[src/rtl/strap_pkg.sv]
package strap_pkg;
    typedef enum logic [1:0] {
        ST_SETTLE  = 2'd0,
        ST_CAPTURE = 2'd1,
        ST_ACTIVE  = 2'd2
    } seq_state_t;

    localparam int STRAP_N    = 3;
    localparam int IDX_SEL    = 0;
    localparam int IDX_SPREAD = 1;
    localparam int IDX_OE     = 2;
endpackage

[src/rtl/strap_sync.sv]
module strap_sync #(
    parameter int N = 3
) (
    input  logic         clk,
    input  logic         arst_n,
    input  logic [N-1:0] d,
    output logic [N-1:0] q
);
    for (genvar i = 0; i < N; i++) begin : g_bit
        logic meta_q, stab_q;
        always_ff @(posedge clk or negedge arst_n) begin
            if (!arst_n) begin
                meta_q <= 1'b0;
                stab_q <= 1'b0;
            end else begin
                meta_q <= d[i];
                stab_q <= meta_q;
            end
        end
        assign q[i] = stab_q;
    end
endmodule

[src/rtl/settle_timer.sv]
module settle_timer #(
    parameter int WIN_CYC = 28000
) (
    input  logic clk,
    input  logic arst_n,
    input  logic run,
    output logic done
);
    localparam int CW = (WIN_CYC > 1) ? $clog2(WIN_CYC) : 1;
    localparam logic [CW-1:0] LAST = CW'(WIN_CYC - 1);

    logic [CW-1:0] cnt_q;

    assign done = run && (cnt_q == LAST);

    always_ff @(posedge clk or negedge arst_n) begin
        if (!arst_n) begin
            cnt_q <= '0;
        end else if (run && !done) begin
            cnt_q <= cnt_q + 1'b1;
        end
    end
endmodule

[src/rtl/strap_latch.sv]
module strap_latch #(
    parameter int N = 3
) (
    input  logic         clk,
    input  logic         arst_n,
    input  logic         cap,
    input  logic [N-1:0] d,
    output logic [N-1:0] q
);
    always_ff @(posedge clk or negedge arst_n) begin
        if (!arst_n) begin
            q <= '0;
        end else if (cap) begin
            q <= d;
        end
    end
endmodule

[src/rtl/strap_seq_top.sv]
module strap_seq_top
    import strap_pkg::*;
#(
    parameter int REF_HZ = 14_318_000,
    parameter int WIN_US = 2000
) (
    input  logic       clk,
    input  logic       rst_n,
    input  logic       supply_ok,
    input  logic [2:0] pin_in,
    output logic [2:0] pin_oe,
    output logic [2:0] strap_q,
    output logic       ready,
    output logic       outs_en,
    output logic       spread_en,
    output logic       sel_24m,
    output logic [1:0] ref_copy
);
    localparam int CYC_PER_US = (REF_HZ >= 1_000_000) ? (REF_HZ / 1_000_000) : 1;
    localparam int WIN_CYC    = CYC_PER_US * WIN_US;

    seq_state_t state_q, state_d;
    logic [STRAP_N-1:0] pin_s;
    logic timer_run, timer_done, cap_en;
    logic sync_rst_n;

    assign sync_rst_n = rst_n && supply_ok;

    strap_sync #(.N(STRAP_N)) u_sync (
        .clk    (clk),
        .arst_n (sync_rst_n),
        .d      (pin_in),
        .q      (pin_s)
    );

    settle_timer #(.WIN_CYC(WIN_CYC)) u_timer (
        .clk    (clk),
        .arst_n (supply_ok),
        .run    (timer_run),
        .done   (timer_done)
    );

    strap_latch #(.N(STRAP_N)) u_latch (
        .clk    (clk),
        .arst_n (supply_ok),
        .cap    (cap_en),
        .d      (pin_s),
        .q      (strap_q)
    );

    always_ff @(posedge clk or negedge supply_ok) begin
        if (!supply_ok) begin
            state_q <= ST_SETTLE;
        end else begin
            state_q <= state_d;
        end
    end

    always_comb begin
        state_d   = state_q;
        timer_run = 1'b0;
        cap_en    = 1'b0;
        ready     = 1'b0;
        unique case (state_q)
            ST_SETTLE: begin
                timer_run = 1'b1;
                if (timer_done) state_d = ST_CAPTURE;
            end
            ST_CAPTURE: begin
                cap_en  = 1'b1;
                state_d = ST_ACTIVE;
            end
            ST_ACTIVE: begin
                ready = 1'b1;
            end
            default: state_d = ST_SETTLE;
        endcase
    end

    assign outs_en   = ready && strap_q[IDX_OE];
    assign pin_oe    = {STRAP_N{outs_en}};
    assign spread_en = ready && !strap_q[IDX_SPREAD];
    assign sel_24m   = ready && strap_q[IDX_SEL];
    assign ref_copy  = {2{clk}} & pin_oe[1:0];
endmodule

[config.mk]
export PLATFORM = sky130hd
export DESIGN_NAME = strap_seq_top
export DESIGN_NICKNAME = d
export VERILOG_FILES = /design/src/rtl/strap_pkg.sv /design/src/rtl/strap_sync.sv /design/src/rtl/settle_timer.sv /design/src/rtl/strap_latch.sv /design/src/rtl/strap_seq_top.sv
export SDC_FILE = /design/constraint.sdc
export NUM_CORES = 1
export LEC_CHECK = 0
export BUFFER_PORTS_ARGS = -buffer_cell sky130_fd_sc_hd__buf_2
export CORE_ASPECT_RATIO = 0.7
export CORE_MARGIN = 2
export CORE_UTILIZATION = 57
export CTS_BUF_LIST = sky130_fd_sc_hd__clkbuf_8
export DETAILED_ROUTE_END_ITERATION = 16
export PLACE_DENSITY = 0.8
export SLEW_MARGIN = 20
export SYNTH_ARGS = -nofsm -noshare
export SYNTH_HDL_FRONTEND = slang
export SYNTH_SLANG_ARGS = --single-unit
[constraint.sdc]
create_clock -name clk -period 2 [get_ports clk]
set_input_delay 0 -clock clk [delete_from_list [all_inputs] [get_ports clk]]
set_output_delay 0 -clock clk [all_outputs]
set_load 0.1 [all_outputs]
==> impl_metrics.py <==
metrics = {
    "synthesis": {
        "post_syn_area_per_cell_um2": 12.7,
        "synthSimpleGateAreaFrac_pct": 22.1,
        "synth_top_area_share_pct": 58.0,
        "mappedNetlistArea_um2": 1120,
        "postSynthRegisterBits": 26,
        "dominantRegCellSynth": "sky130_fd_sc_hd__dfrtp_1",
        "yosys.area.top_type": "sky130_fd_sc_hd__dfrtp_1",
        "net_count_after_synthesis": 95,
        "synth_top_family_by_area": "simple AND/OR/NAND/NOR gates",
        "synth-compound-area-share_pct": 2.34,
        "synth-async-reset-ratio_pct": 100,
        "post_synth_num_cell_types": 29,
        "synth_edf_count": 0,
        "main_area_contributors_after_synthesis": "sky130_fd_sc_hd__dfrtp_1 58%, sky130_fd_sc_hd__xor2_1 5.5%, sky130_fd_sc_hd__xnor2_1 3.9%, sky130_fd_sc_hd__mux2_2 3.0%, sky130_fd_sc_hd__buf_4 2.7%",
        "post_synth_xor_area_fraction_pct": 9.38,
        "post_synthesis_sequential_area_ratio_pct": 58.0,
        "synthAdderAreaFrac_pct": 1.12,
        "cells_after_synthesis": 88,
        "synth-warning-count": 0,
        "mux_contribution_to_synthesized_area_pct": 4.35,
    },
    "worst_setup_path": {
        "reg2reg_setup_slack_ns": 0.13,
        "critical_path.most_common_cell": "sky130_fd_sc_hd__clkbuf_8",
        "critical_path.reg2reg.endpoint": "u_timer.cnt_q[1]$_DFFE_PN0P_",
        "timing.critical_path.max_delay_family": "buffers and inverters",
        "crit_arrival_ns": 1.94,
        "timing.critical_path.slowest_cell_delay_ns": 0.17,
        "criticalPathCategory": "clk2out",
        "capturing_element_type_of_the_critical_path": "output pin",
        "critPathBufInv": 6,
        "critical_path_depth": 7,
        "worst_r2r_path_depth": 5,
        "worstReg2RegStart": "u_timer.cnt_q[0]$_DFFE_PN0P_",
        "critical_path_peak_fanout": 2,
        "timing.critical_path.cells": "clkbuf_8 > clkbuf_8 > clkbuf_8 > clkbuf_8 > and3_4 > clkbuf_8 > buf_12",
        "cp_data_required_time_ns": 2.00,
        "critical-path-slowest-cell": "sky130_fd_sc_hd__and3_4",
        "cp-start-kind": "clock port",
    },
    "floorplan": {
        "design.portCount": 18,
        "die_area_um2": 2340,
        "core_area_um2": 1850,
        "chipHeight_um": 41.1,
        "fp-row-count": 13,
        "floorplan.die.width_um": 57.0,
        "start_util_pct": 60.5,
    },
    "route": {
        "drt_first_iter_violations": 17,
        "routed_via_density": 5.70,
        "detailedRoute.firstPassIterationCount": 4,
        "residual_drc": 0,
        "postRouteWirelength_um": 2300,
        "routed_wire_length_per_instance_um": 16.5,
        "antenna_violating_nets_post_route": 0,
        "vias": 792,
    },
    "timing": {
        "maxSlewHeadroom_pct": 67.4,
        "grt_setup_unrepaired": "false",
        "worst_slew_pin_slew_ns": 0.492,
        "number_of_hold_slack_violations_in_the_final_timing_report": 0,
        "final.hold.worst_slack_ns": 0.0901,
        "final_max_slew_viol_count": 0,
        "skew_ns": 0.00321,
        "timing.setup.tns_ns": 0,
        "setup_violators_final": 0,
    },
    "place": {
        "dpl_cell_area_um2": 1220,
        "port-buffer-count": 17,
        "place_inst": 123,
        "routabilityCongestion": 0.876,
        "post_dp_hpwl_um": 1490,
    },
    "grt": {
        "busiest_layer": "met2",
        "grt_antenna_before_repair": 0,
        "grt.met2_usage_pct": 32.8,
        "grt_max_degree": 22,
        "grt_remaining_overflow": 0,
        "first_global_vias": 766,
        "grt_util_all_layers_pct": 25.2,
        "grt_first_pass_wirelength_um": 3600,
        "grtUsageMet1_pct": 27.6,
        "met3_grt_util_pct": 17.4,
    },
    "cells_and_area": {
        "finalNonFillerCells": 139,
        "final_net_count": 125,
        "fraction_of_final_layout_cells_sized_beyond_drive_strength_1_pct": 35.9,
        "layout.core_utilization_pct": 79.1,
        "syn_to_final_growth_pct": 30.9,
        "final_cell_area_um2": 1470,
        "inserted_diodes": 0,
    },
    "run": {
        "drv_cap": 0,
    },
    "power": {
        "vdd_drop_max_mv": 0.797,
        "power-per-cell-area_nw_per_um2": 862,
        "cellLeakagePower_uw": 0.000735,
    },
    "clocking": {
        "tritoncts_clock_tree": "done",
        "clk_latency_ns": 0.39,
        "worst_setup_hold_path_clk_slew_ns": 0.09,
        "cts_setup_buffers": 0,
    },
    "hold_path": {
        "min_path_type": "in2async",
    },
    "run_status": {
        "outcome": "completed",
    },
}
## how the worst max path moves through the flow
| stage | slack [ns] | startpoint | endpoint |
|---|---|---|---|
| floorplan | 0.003 | state_q[1]$_DFFE_PN0P_ | pin_oe[0] |
| CTS | 0.05 | clk | ref_copy[1] |
| global route | 0.02 | u_timer.cnt_q[0]$_DFFE_PN0P_ | u_timer.cnt_q[1]$_DFFE_PN0P_ |
| detailed placement | 0.14 | u_timer.cnt_q[0]$_DFFE_PN0P_ | u_timer.cnt_q[1]$_DFFE_PN0P_ |
| global placement | 0.24 | u_timer.cnt_q[0]$_DFFE_PN0P_ | u_timer.cnt_q[1]$_DFFE_PN0P_ |
| finish | 0.06 | clk | ref_copy[1] |
## power by group
| group | internal, uW | switching, uW | leakage, uW |
|---|---|---|---|
| logic | 10.3 | 12.8 | 0.000291 |
| registers | 531 | 1.80 | 0.000339 |
| clock network | 481 | 227 | 0.000106 |
## state kept, by name, summed over array words and instances (netlist names)
register             flops
u_timer.cnt_q           15
state_q                  2
u_sync.g_bit.meta_q      3
u_latch.q                3
u_sync.g_bit.stab_q      3
## metrics by stage
step	setup WS [ns]	total power, uW
after global placement	0.243	558
after global routing	0.0175	1310
after detailed placement	0.140	560
after CTS	0.0472	1290
final	0.0634	1260
after floorplan	0.00278	545
## worst reg2reg max path: cells and delay by family, from the launching register on
kind | cells | cell delay [ns]
mux | 1 | 0.31
flops | 1 | 0.41
fa+ha+maj | 1 | 0.26
simple gates | 3 | 0.78
## cells in the mapped netlist, drive strengths merged (2+ instances only)
library cell  number
dfrtp             26
xor2               7
nand3              5
nor2               5
xnor2              5
and3               4
buf                4
mux2               4
and2               3
nand2              3
nand4              3
nor2b              3
a31oi              2
nor4               2
## repair_timing
| action | CTS | global route |
|---|---|---|
| hold buffers | 5 | 0 |
| endpoints found under the setup margin | 2 | 0 |
| endpoints found under the hold margin | 29 | 0 |
| gates resized for setup | 8 | 0 |
## kinds of logic (layout without fill, tap and decap cells)
group,Yosys count,count (layout)
buf+inv,4,33
xor+xnor,12,12
fa+ha+maj,1,1
compound gates,4,4
mux,4,4
simple gates,37,37
flops,26,26
## area by class of cell
class	count	area [um^2]
sequential	26	651
tap	22	27.5
clock inverter	1	30.0
clock buffer	12	178
fill	109	387
multi-input combinational	58	457
timing repair buffer	20	125
## layout by cell type (no fill, tap or decap), drive strengths merged, types with 2 or more instances in the layout
master	instances
and3	4
nand2	3
buf	17
nor2	5
mux2	4
nand4	3
dlygate4sd3	5
a31oi	2
nand3	5
clkbuf	10
nor2b	3
and2	3
xor2	7
xnor2	5
nor4	2
dfrtp	26
## layer usage
layer | share of wire [%] | vias to the layer above
met5 | 0 | -
met4 | 2.0 | 0
met3 | 5.9 | 7
met2 | 46 | 23
met1 | 46 | 392
li1 | - | 370
No activity file was read; power rests on OpenSTA's default activity.
